<file path="config.mk">
export PLATFORM = sky130hd
export DESIGN_NAME = periodic_irq_gen
export DESIGN_NICKNAME = d
export VERILOG_FILES = /design/src/rtl/pig_pkg.sv /design/src/rtl/pig_divider.sv /design/src/rtl/pig_ctrl.sv /design/src/rtl/periodic_irq_gen.sv
export SDC_FILE = /design/constraint.sdc
export NUM_CORES = 1
export LEC_CHECK = 0
export ABC_AREA = 1
export BUFFER_PORTS_ARGS = -buffer_cell sky130_fd_sc_hd__buf_2
export CAP_MARGIN = 20
export CORE_ASPECT_RATIO = 2
export CORE_MARGIN = 2
export CORE_UTILIZATION = 40
export DETAILED_ROUTE_END_ITERATION = 8
export PLACE_DENSITY = 0.66
export SLEW_MARGIN = 25
export SYNTH_ARGS = -nofsm -noshare
export SYNTH_HDL_FRONTEND = slang
export SYNTH_SLANG_ARGS = --single-unit
</file>
<file path="constraint.sdc">
create_clock -name clk_i -period 2 [get_ports clk_i]
set_clock_uncertainty 0.1 [all_clocks]
set_input_delay 0.3 -clock clk_i [delete_from_list [all_inputs] [get_ports clk_i]]
set_output_delay 0.3 -clock clk_i [all_outputs]
set_load 0.02 [all_outputs]
</file>
<file path="src/rtl/pig_pkg.sv">
package pig_pkg;
  localparam int DATA_W   = 8;
  localparam int SEL_W    = 3;
  localparam int SEL_LSB  = 4;
  localparam int FLAG_BIT = 7;
  localparam int CNT_W    = 8;

  typedef logic [SEL_W-1:0] sel_t;
  typedef logic [CNT_W-1:0] cnt_t;

  // codes 1..6 are live rates; 0 and 7 are off
  function automatic logic sel_active(sel_t s);
    return (s != '0) && (s != '1);
  endfunction

  // last count value of a period: ticks per period minus one
  function automatic cnt_t period_last(sel_t s);
    cnt_t n;
    case (s)
      3'd1, 3'd2, 3'd3, 3'd4: n = cnt_t'((1 << (2 * (int'(s) - 1))) - 1);
      3'd5:                   n = cnt_t'(127);
      3'd6:                   n = cnt_t'(255);
      default:                n = '0;
    endcase
    return n;
  endfunction
endpackage

</file>
<file path="src/rtl/pig_divider.sv">
module pig_divider
  import pig_pkg::*;
(
  input  logic clk_i,
  input  logic rst_ni,
  input  logic en_i,
  input  logic restart_i,
  input  logic tick_i,
  input  cnt_t last_i,
  output logic wrap_o
);
  cnt_t cnt_q;

  assign wrap_o = en_i && !restart_i && tick_i && (cnt_q == last_i);

  always_ff @(posedge clk_i or negedge rst_ni) begin
    if (!rst_ni)                cnt_q <= '0;
    else if (restart_i || !en_i) cnt_q <= '0;
    else if (tick_i)            cnt_q <= wrap_o ? '0 : cnt_q + 1'b1;
  end
endmodule

</file>
<file path="src/rtl/pig_ctrl.sv">
module pig_ctrl
  import pig_pkg::*;
(
  input  logic clk_i,
  input  logic rst_ni,
  input  logic wr_en_i,
  input  sel_t wr_sel_i,
  input  logic wr_flag_i,
  input  logic wrap_i,
  output sel_t sel_o,
  output logic flag_o,
  output logic restart_o
);
  sel_t sel_q;
  logic flag_q;

  assign restart_o = wr_en_i && (wr_sel_i != sel_q);

  always_ff @(posedge clk_i or negedge rst_ni) begin
    if (!rst_ni) begin
      sel_q  <= '0;
      flag_q <= 1'b0;
    end else begin
      if (wr_en_i) sel_q <= wr_sel_i;
      // a period end beats a software clear
      if (wrap_i)                      flag_q <= 1'b1;
      else if (wr_en_i && !wr_flag_i)  flag_q <= 1'b0;
    end
  end

  assign sel_o  = sel_q;
  assign flag_o = flag_q;
endmodule

</file>
<file path="src/rtl/periodic_irq_gen.sv">
module periodic_irq_gen
  import pig_pkg::*;
(
  input  logic              clk_i,
  input  logic              rst_ni,
  input  logic              tick_i,
  input  logic              wr_en_i,
  input  logic [DATA_W-1:0] wr_data_i,
  output logic [DATA_W-1:0] ctrl_o,
  output logic              flag_o,
  output logic              irq_o
);
  sel_t sel;
  logic restart, wrap, active;

  assign active = sel_active(sel);

  pig_ctrl u_ctrl (
    .clk_i     (clk_i),
    .rst_ni    (rst_ni),
    .wr_en_i   (wr_en_i),
    .wr_sel_i  (wr_data_i[SEL_LSB +: SEL_W]),
    .wr_flag_i (wr_data_i[FLAG_BIT]),
    .wrap_i    (wrap),
    .sel_o     (sel),
    .flag_o    (flag_o),
    .restart_o (restart)
  );

  pig_divider u_div (
    .clk_i     (clk_i),
    .rst_ni    (rst_ni),
    .en_i      (active),
    .restart_i (restart),
    .tick_i    (tick_i),
    .last_i    (period_last(sel)),
    .wrap_o    (wrap)
  );

  assign irq_o = flag_o && active;

  always_comb begin
    ctrl_o = '0;
    ctrl_o[FLAG_BIT] = flag_o;
    ctrl_o[SEL_LSB +: SEL_W] = sel;
  end
endmodule

</file>
==> results of run 1 <==
==> cell type report <==
class	count	area, um2	share of cell area, %
Multi-Input combinational cell	149	980	56.9
Inverter	24	100	5.81
Tap cell	30	37.5	2.18
Sequential cell	12	303	17.6
Timing Repair Buffer	38	258	15.0
Clock buffer	4	45.0	2.61
==> placed cells by master (no fill, tap or decap), types with 6 or more instances in the layout <==
master	netlist	final
buf_2	0	12
buf_4	5	25
dfrtp_1	12	10
inv_1	20	13
inv_2	2	7
nand2_1	63	51
nand2_2	1	12
nand3_1	21	14
nand3_2	2	6
nor2_1	20	17
==> power by group <==
part / internal, mW / switching, mW / total (mW)
sequential: 0.254 / 0.0122 / 0.266
combinational: 0.218 / 0.305 / 0.523
clock: 0.141 / 0.0949 / 0.236
==> registers in the layout, summed over array words and instances, names as in the netlist <==
name and cells:
u_ctrl.flag_o 1, u_ctrl.sel_o 3, u_div.cnt_q 8
==> cell usage after synthesis, drive strengths merged <==
library cell	n
a21oi	3
a31oi	1
buf	6
conb	1
dfrtp	12
ha	6
inv	24
nand2	68
nand3	25
nand3b	1
nand4	1
nor2	23
nor3	2
o211ai	1
o21ai	7
xnor2	4
xor2	3
==> timing repair <==
item | 4_1_cts | 5_1_grt
setup endpoints to repair | 9 | 10
hold buffers | 1 | 0
resized for setup | 8 | 28
pin swaps | 20 | 16
buffers inserted | 3 | 0
endpoints found under the hold margin | 12 | 0
==> stage by stage <==
| step | hold slack [ns] | instance area, um2 |
|---|---|---|
| 5_1_grt | 0.197 | 1720 |
| 4_1_cts | 0.182 | 1610 |
| 3_5_place_dp | 0.101 | 1510 |
| 3_3_place_gp | 0.100 | 1510 |
| 2_1_floorplan | -0.0956 | 1300 |
| 6_report | 0.184 | 1720 |
==> how the worst max path moves through the flow <==
stage / to / slack (ns) / cells after the start
finish: u_div.cnt_q[0]$_DFFE_PN0P_ / -0.11 / 16
global route: u_div.cnt_q[0]$_DFFE_PN0P_ / -0.26 / 17
CTS: u_div.cnt_q[5]$_DFFE_PN0P_ / -0.16 / 16
detailed placement: u_div.cnt_q[6]$_DFFE_PN0P_ / -0.19 / 16
global placement: u_div.cnt_q[2]$_DFFE_PN0P_ / -0.14 / 16
floorplan: u_div.cnt_q[0]$_DFFE_PN0P_ / -0.15 / 17
==> kinds of logic after synthesis <==
family,count (synthesis)
compound gates,12
xor+xnor,7
fa+ha+maj,6
buf+inv,30
flops,12
other cells,1
simple gates,120
==> critical path, stage by stage (launching register included) <==
cell	delay [ns]
dfrtp_2	0.38
inv_4	0.04
ha_4	0.30
nand2_2	0.06
inv_2	0.07
nand2_4	0.05
ha_4	0.24
nand2_4	0.07
nand2_2	0.04
nand2_1	0.06
nand2_1	0.06
inv_2	0.07
nand3_4	0.06
nor2_4	0.11
nand3_4	0.13
nand2_2	0.09
nand2_1	0.05
==> layer usage <==
metal	global-route usage, %	part of all wire [%]	up-vias
met3	2.61	1.2	6
met2	34.9	59	8
met5	0	0	-
met1	17.6	36	554
met4	9.37	3.0	0
li1	-	-	658
==> results_dict.tcl, run 1 <==
set metrics [dict create \
    grtUsageTotal_pct 18.4 \
    reg2reg_slack_ns -0.11 \
    vias 1226 \
    setup_viol 9 \
    timing.final.max_slew_violations 0 \
    endpoint_kind "flip-flop" \
    start_kind "flip-flop" \
    startpoint "u_ctrl.sel_o[0]$_DFFE_PN0P_" \
    hold_viol_final 0 \
    hpwlAfterDp_um 2440 \
    clk_pin_slew_ns 0.06 \
    rsz0062_at_grt "yes" \
    dp_slack_ns -0.188 \
    yosysSeqAreaShare_pct 24.1 \
    ys_types 27 \
    nets 246 \
    min_from "wr_data_i[4]" \
    design.core.area_um2 2980 \
    wl_um 3030 \
    ff2ff_path_depth 16 \
    overflow 0 \
    crit_required_ns 2.03 \
    synth_largest_area_cell "dfrtp_1" \
    cts_made_buffers 3 \
    arrival_ns 2.14 \
    p_leak_nw 0.855 \
    yosysTopAreaCellShare_pct 24.1 \
    drive_gt1_share_pct 42.3 \
    p_per_area_nw_per_um2 595 \
    violations "negative setup slack" \
    n_fill_cell 306 \
    fp-row-count 28 \
    drc 0 \
    whs_path_depth 3 \
    timing.rr.end "u_div.cnt_q[0]$_DFFE_PN0P_" \
    wl_per_cell_um 11.8 \
    vdd_drop_max_uv 382 \
    hold_end "u_ctrl.sel_o[0]$_DFFE_PN0P_" \
    synth_top_family_by_area "simple AND/OR/NAND/NOR gates" \
    yosys.area_share.simple_pct 46.6 \
    gp_congestion 0.810 \
    synth_compound_area_share_pct 6.43 \
    utilization_pct 57.9 \
    grt_pass1_wl_um 5070 \
    fp.dieArea_um2 3600 \
    first_pass_iters 4 \
    synth_xor_xnor_area_share_pct 4.92 \
    htreeDepth 1 \
    clkLatencyLatePin_ns 0.25 \
    grt_max_degree 13 \
    period_minus_slack_ns 2.11 \
    clockBufferDepth 2 \
    synth_fa_ha_area_share_pct 6.03 \
    syn_area_um2 1240 \
    synthCells 188 \
    via_per_inst 4.77 \
    io_pins 22 \
    ant_nets 0 \
    fmax_mhz 474 \
    setup_ws_ns -0.111 \
    first_global_vias 1194 \
    muxShareOfSynthArea_pct 0 \
    diodes 0 \
    finalSetupTns_ns -0.843 \
    r2r_start "u_ctrl.sel_o[0]$_DFFE_PN0P_" \
    die_w_um 43.5 \
    antenna_found_initial 0 \
    fin_cells 257 \
    critPathMaxFanout 8 \
    maxCapViolCount 0 \
    cts_sinks 12 \
    placed_cells 249 \
    areaGrowthSynthToFinish_pct 38.4 \
    hold_path.class "in -> reg" \
    initial_utilization_pct 41.8 \
    cts_tree "built" \
    portBuffers 13 \
    critPathKind "reg -> reg" \
    drt_iter0_drc 10 \
    ys_ff_latch 12 \
    outcome "complete, but fails checks" \
    avgSynthCellArea_um2 6.62 \
    finalPower_mw 1.02 \
    die_h_um 82.9 \
    synth_top_cells_by_area "dfrtp_1, nand2_1, nand3_1" \
    ctsRootBufferMaster "clkbuf_8" \
    fin_crit_sh_pct 106 \
    synth_warnings 0 \
]
(Power assumes the default switching activity.)
==> run 2: changes to the inputs <==
--- a/config.mk
+++ b/config.mk
@@ -13,6 +13,7 @@
 export CORE_UTILIZATION = 40
 export DETAILED_ROUTE_END_ITERATION = 8
 export PLACE_DENSITY = 0.66
+export SETUP_SLACK_MARGIN = 0.4
 export SLEW_MARGIN = 25
 export SYNTH_ARGS = -nofsm -noshare
 export SYNTH_HDL_FRONTEND = slang
==> results_dict.tcl, run 2 (synthesis results as in run 1) <==
set metrics [dict create \
    outcome "complete, but fails checks" \
    violations "negative setup slack" \
    portBuffers 13 \
    final_cell_mix "nand2_1, buf_4, nor2_1" \
    wl_per_cell_um 11.5 \
    wl_um 2970 \
    htreeDepth 1 \
    vias 1242 \
    fp.dieArea_um2 3600 \
    worst-path-buf-inv 3 \
    drt_iter0_drc 10 \
    cts_tree "built" \
    dp_slack_ns -0.157 \
    power_frac_comb_pct 50.7 \
    design.core.area_um2 2980 \
    hold_viol_final 0 \
    regMostFlops "u_div.cnt_q" \
    endpoint_kind "flip-flop" \
    hold_path.class "in -> reg" \
    clockBufferDepth 2 \
    io_pins 22 \
    fmax_mhz 473 \
    cts_sinks 12 \
    hpwlAfterDp_um 2290 \
    fin_cells 259 \
    setup_viol 9 \
    initial_utilization_pct 41.8 \
    drc 0 \
    grt_pass1_wl_um 5000 \
    cts_made_buffers 3 \
    p_sw_share_pct 39.5 \
    period_minus_slack_ns 2.11 \
    timing.final.max_slew_violations 0 \
    cpMostUsedCell "nand2_1" \
    final_common_cell "nand2_1" \
    p_per_area_nw_per_um2 602 \
    drive_gt1_share_pct 40.2 \
    clk_pin_slew_ns 0.06 \
    ctsRootBufferMaster "clkbuf_8" \
    regArea_um2 303 \
    path_delay_family "simple AND/OR/NAND/NOR gates" \
    vdd_drop_max_uv 547 \
    arrival_ns 2.14 \
    finalSetupTns_ns -0.882 \
    fp-row-count 28 \
    areaGrowthSynthToFinish_pct 35.8 \
    fin_crit_sh_pct 106 \
    diodes 0 \
    grt_max_degree 13 \
    dpl-instance-area_um2 1500 \
    die_w_um 43.5 \
    critical_path.cell_chain "inv_4 -> ha_4 -> nand2_2 -> inv_2 -> nand2_4 -> ha_4 -> nand2_4 -> nand2_2 -> nand2_1 -> nand2_1 -> inv_2 -> nand3_2 -> nor2_4 -> nand3_4 -> nand2_1 -> nand2_1" \
    rsz0062_at_grt "yes" \
    multi_input_area_um2 928 \
    first_pass_iters 4 \
    crit_required_ns 2.03 \
    p_leak_nw 0.854 \
    p_clk_share_pct 23.2 \
    gp_congestion 0.810 \
    clkLatencyLatePin_ns 0.25 \
    finalPower_mw 1.02 \
    p_int_uw 615 \
    final_area_um2 1690 \
    critPathMaxFanout 8 \
    n_fill_cell 288 \
    slowest_delay_ns 0.38 \
    via_per_inst 4.80 \
    largest_reg_flops 8 \
    nets 248 \
    antenna_found_initial 0 \
    first_global_vias 1176 \
    setup_ws_ns -0.115 \
    overflow 0 \
    start_kind "flip-flop" \
    grtUsageTotal_pct 17.7 \
    cp_slowest_cell "dfrtp_2" \
    die_h_um 82.9 \
    ant_nets 0 \
    critPathKind "reg -> reg" \
    p_sw_uw 402 \
    placed_cells 248 \
    maxCapViolCount 0 \
    p_seq_share_pct 26.1 \
]
==> run 2: final cells by class <==
cell class              count  share of cell area, %
well taps                  30                   2.22
repair buffers             40                   16.4
flip-flops and latches     12                   17.9
multi-input cells         149                   54.9
clock buffers               4                   2.66
inverters                  24                   5.92
==> run 2: repair_timing <==
item | 4_1_cts | 5_1_grt
hold endpoints to repair | 12 | 0
cloned | 0 | 0
hold buffers | 1 | 0
resized for setup | 18 | 9
buffers inserted | 3 | 3
setup endpoints to repair | 10 | 10
pin swaps | 21 | 9
==> run 2: metal layers <==
metal  vias to the layer above  share of wire, %  routed length, um  track usage (%)
li1                        663                 -                  -                -
met3                         6               1.8                 53             2.61
met5                         -                 0                  0                0
met1                       558                36               1060             16.6
met2                        15                61               1820             35.8
met4                         0               1.5                 46             4.96
==> run 2: worst reg2reg max path: stages, from the launching register on <==
cell and delay [ns]:
dfrtp_2 0.38, inv_4 0.04, ha_4 0.29, nand2_2 0.05, inv_2 0.07, nand2_4 0.05
ha_4 0.24, nand2_4 0.07, nand2_2 0.05, nand2_1 0.07, nand2_1 0.06, inv_2 0.06
nand3_2 0.07, nor2_4 0.12, nand3_4 0.13, nand2_1 0.10, nand2_1 0.05
==> run 2: metrics by stage <==
stage | utilization, % | hold WS, ns
final | 56.8 | 0.182
after global placement | 50.4 | 0.101
after detailed placement | 50.4 | 0.101
after floorplan | - | -0.0956
after CTS | 55.0 | 0.185
after global routing | 56.8 | 0.193
==> run 2: worst paths after layout <==
path | cells past startpoint | startpoint | slack (ns) | endpoint
max in group asynchronous | 2 | rst_ni | 1.19 | u_ctrl.sel_o[1]$_DFFE_PN0P_
worst max-delay path | 16 | u_ctrl.sel_o[0]$_DFFE_PN0P_ | -0.11 | u_div.cnt_q[3]$_DFFE_PN0P_
min in group asynchronous | 2 | rst_ni | 0.37 | u_ctrl.sel_o[2]$_DFFE_PN0P_
worst max register to register | 16 | u_ctrl.sel_o[0]$_DFFE_PN0P_ | -0.11 | u_div.cnt_q[3]$_DFFE_PN0P_
worst min-delay path | 3 | wr_data_i[4] | 0.18 | u_ctrl.sel_o[0]$_DFFE_PN0P_
worst min register to register | 2 | u_div.cnt_q[7]$_DFFE_PN0P_ | 0.42 | u_div.cnt_q[7]$_DFFE_PN0P_
==> run 2: power by group through the flow <==
stage               combinational (mW)  clock (mW)  sequential [mW]
global placement                 0.427           0            0.269
floorplan                        0.298           0            0.279
finish                           0.515       0.236            0.266
detailed placement               0.430           0            0.270
CTS                              0.483       0.238            0.266
global route                     0.570       0.251            0.267
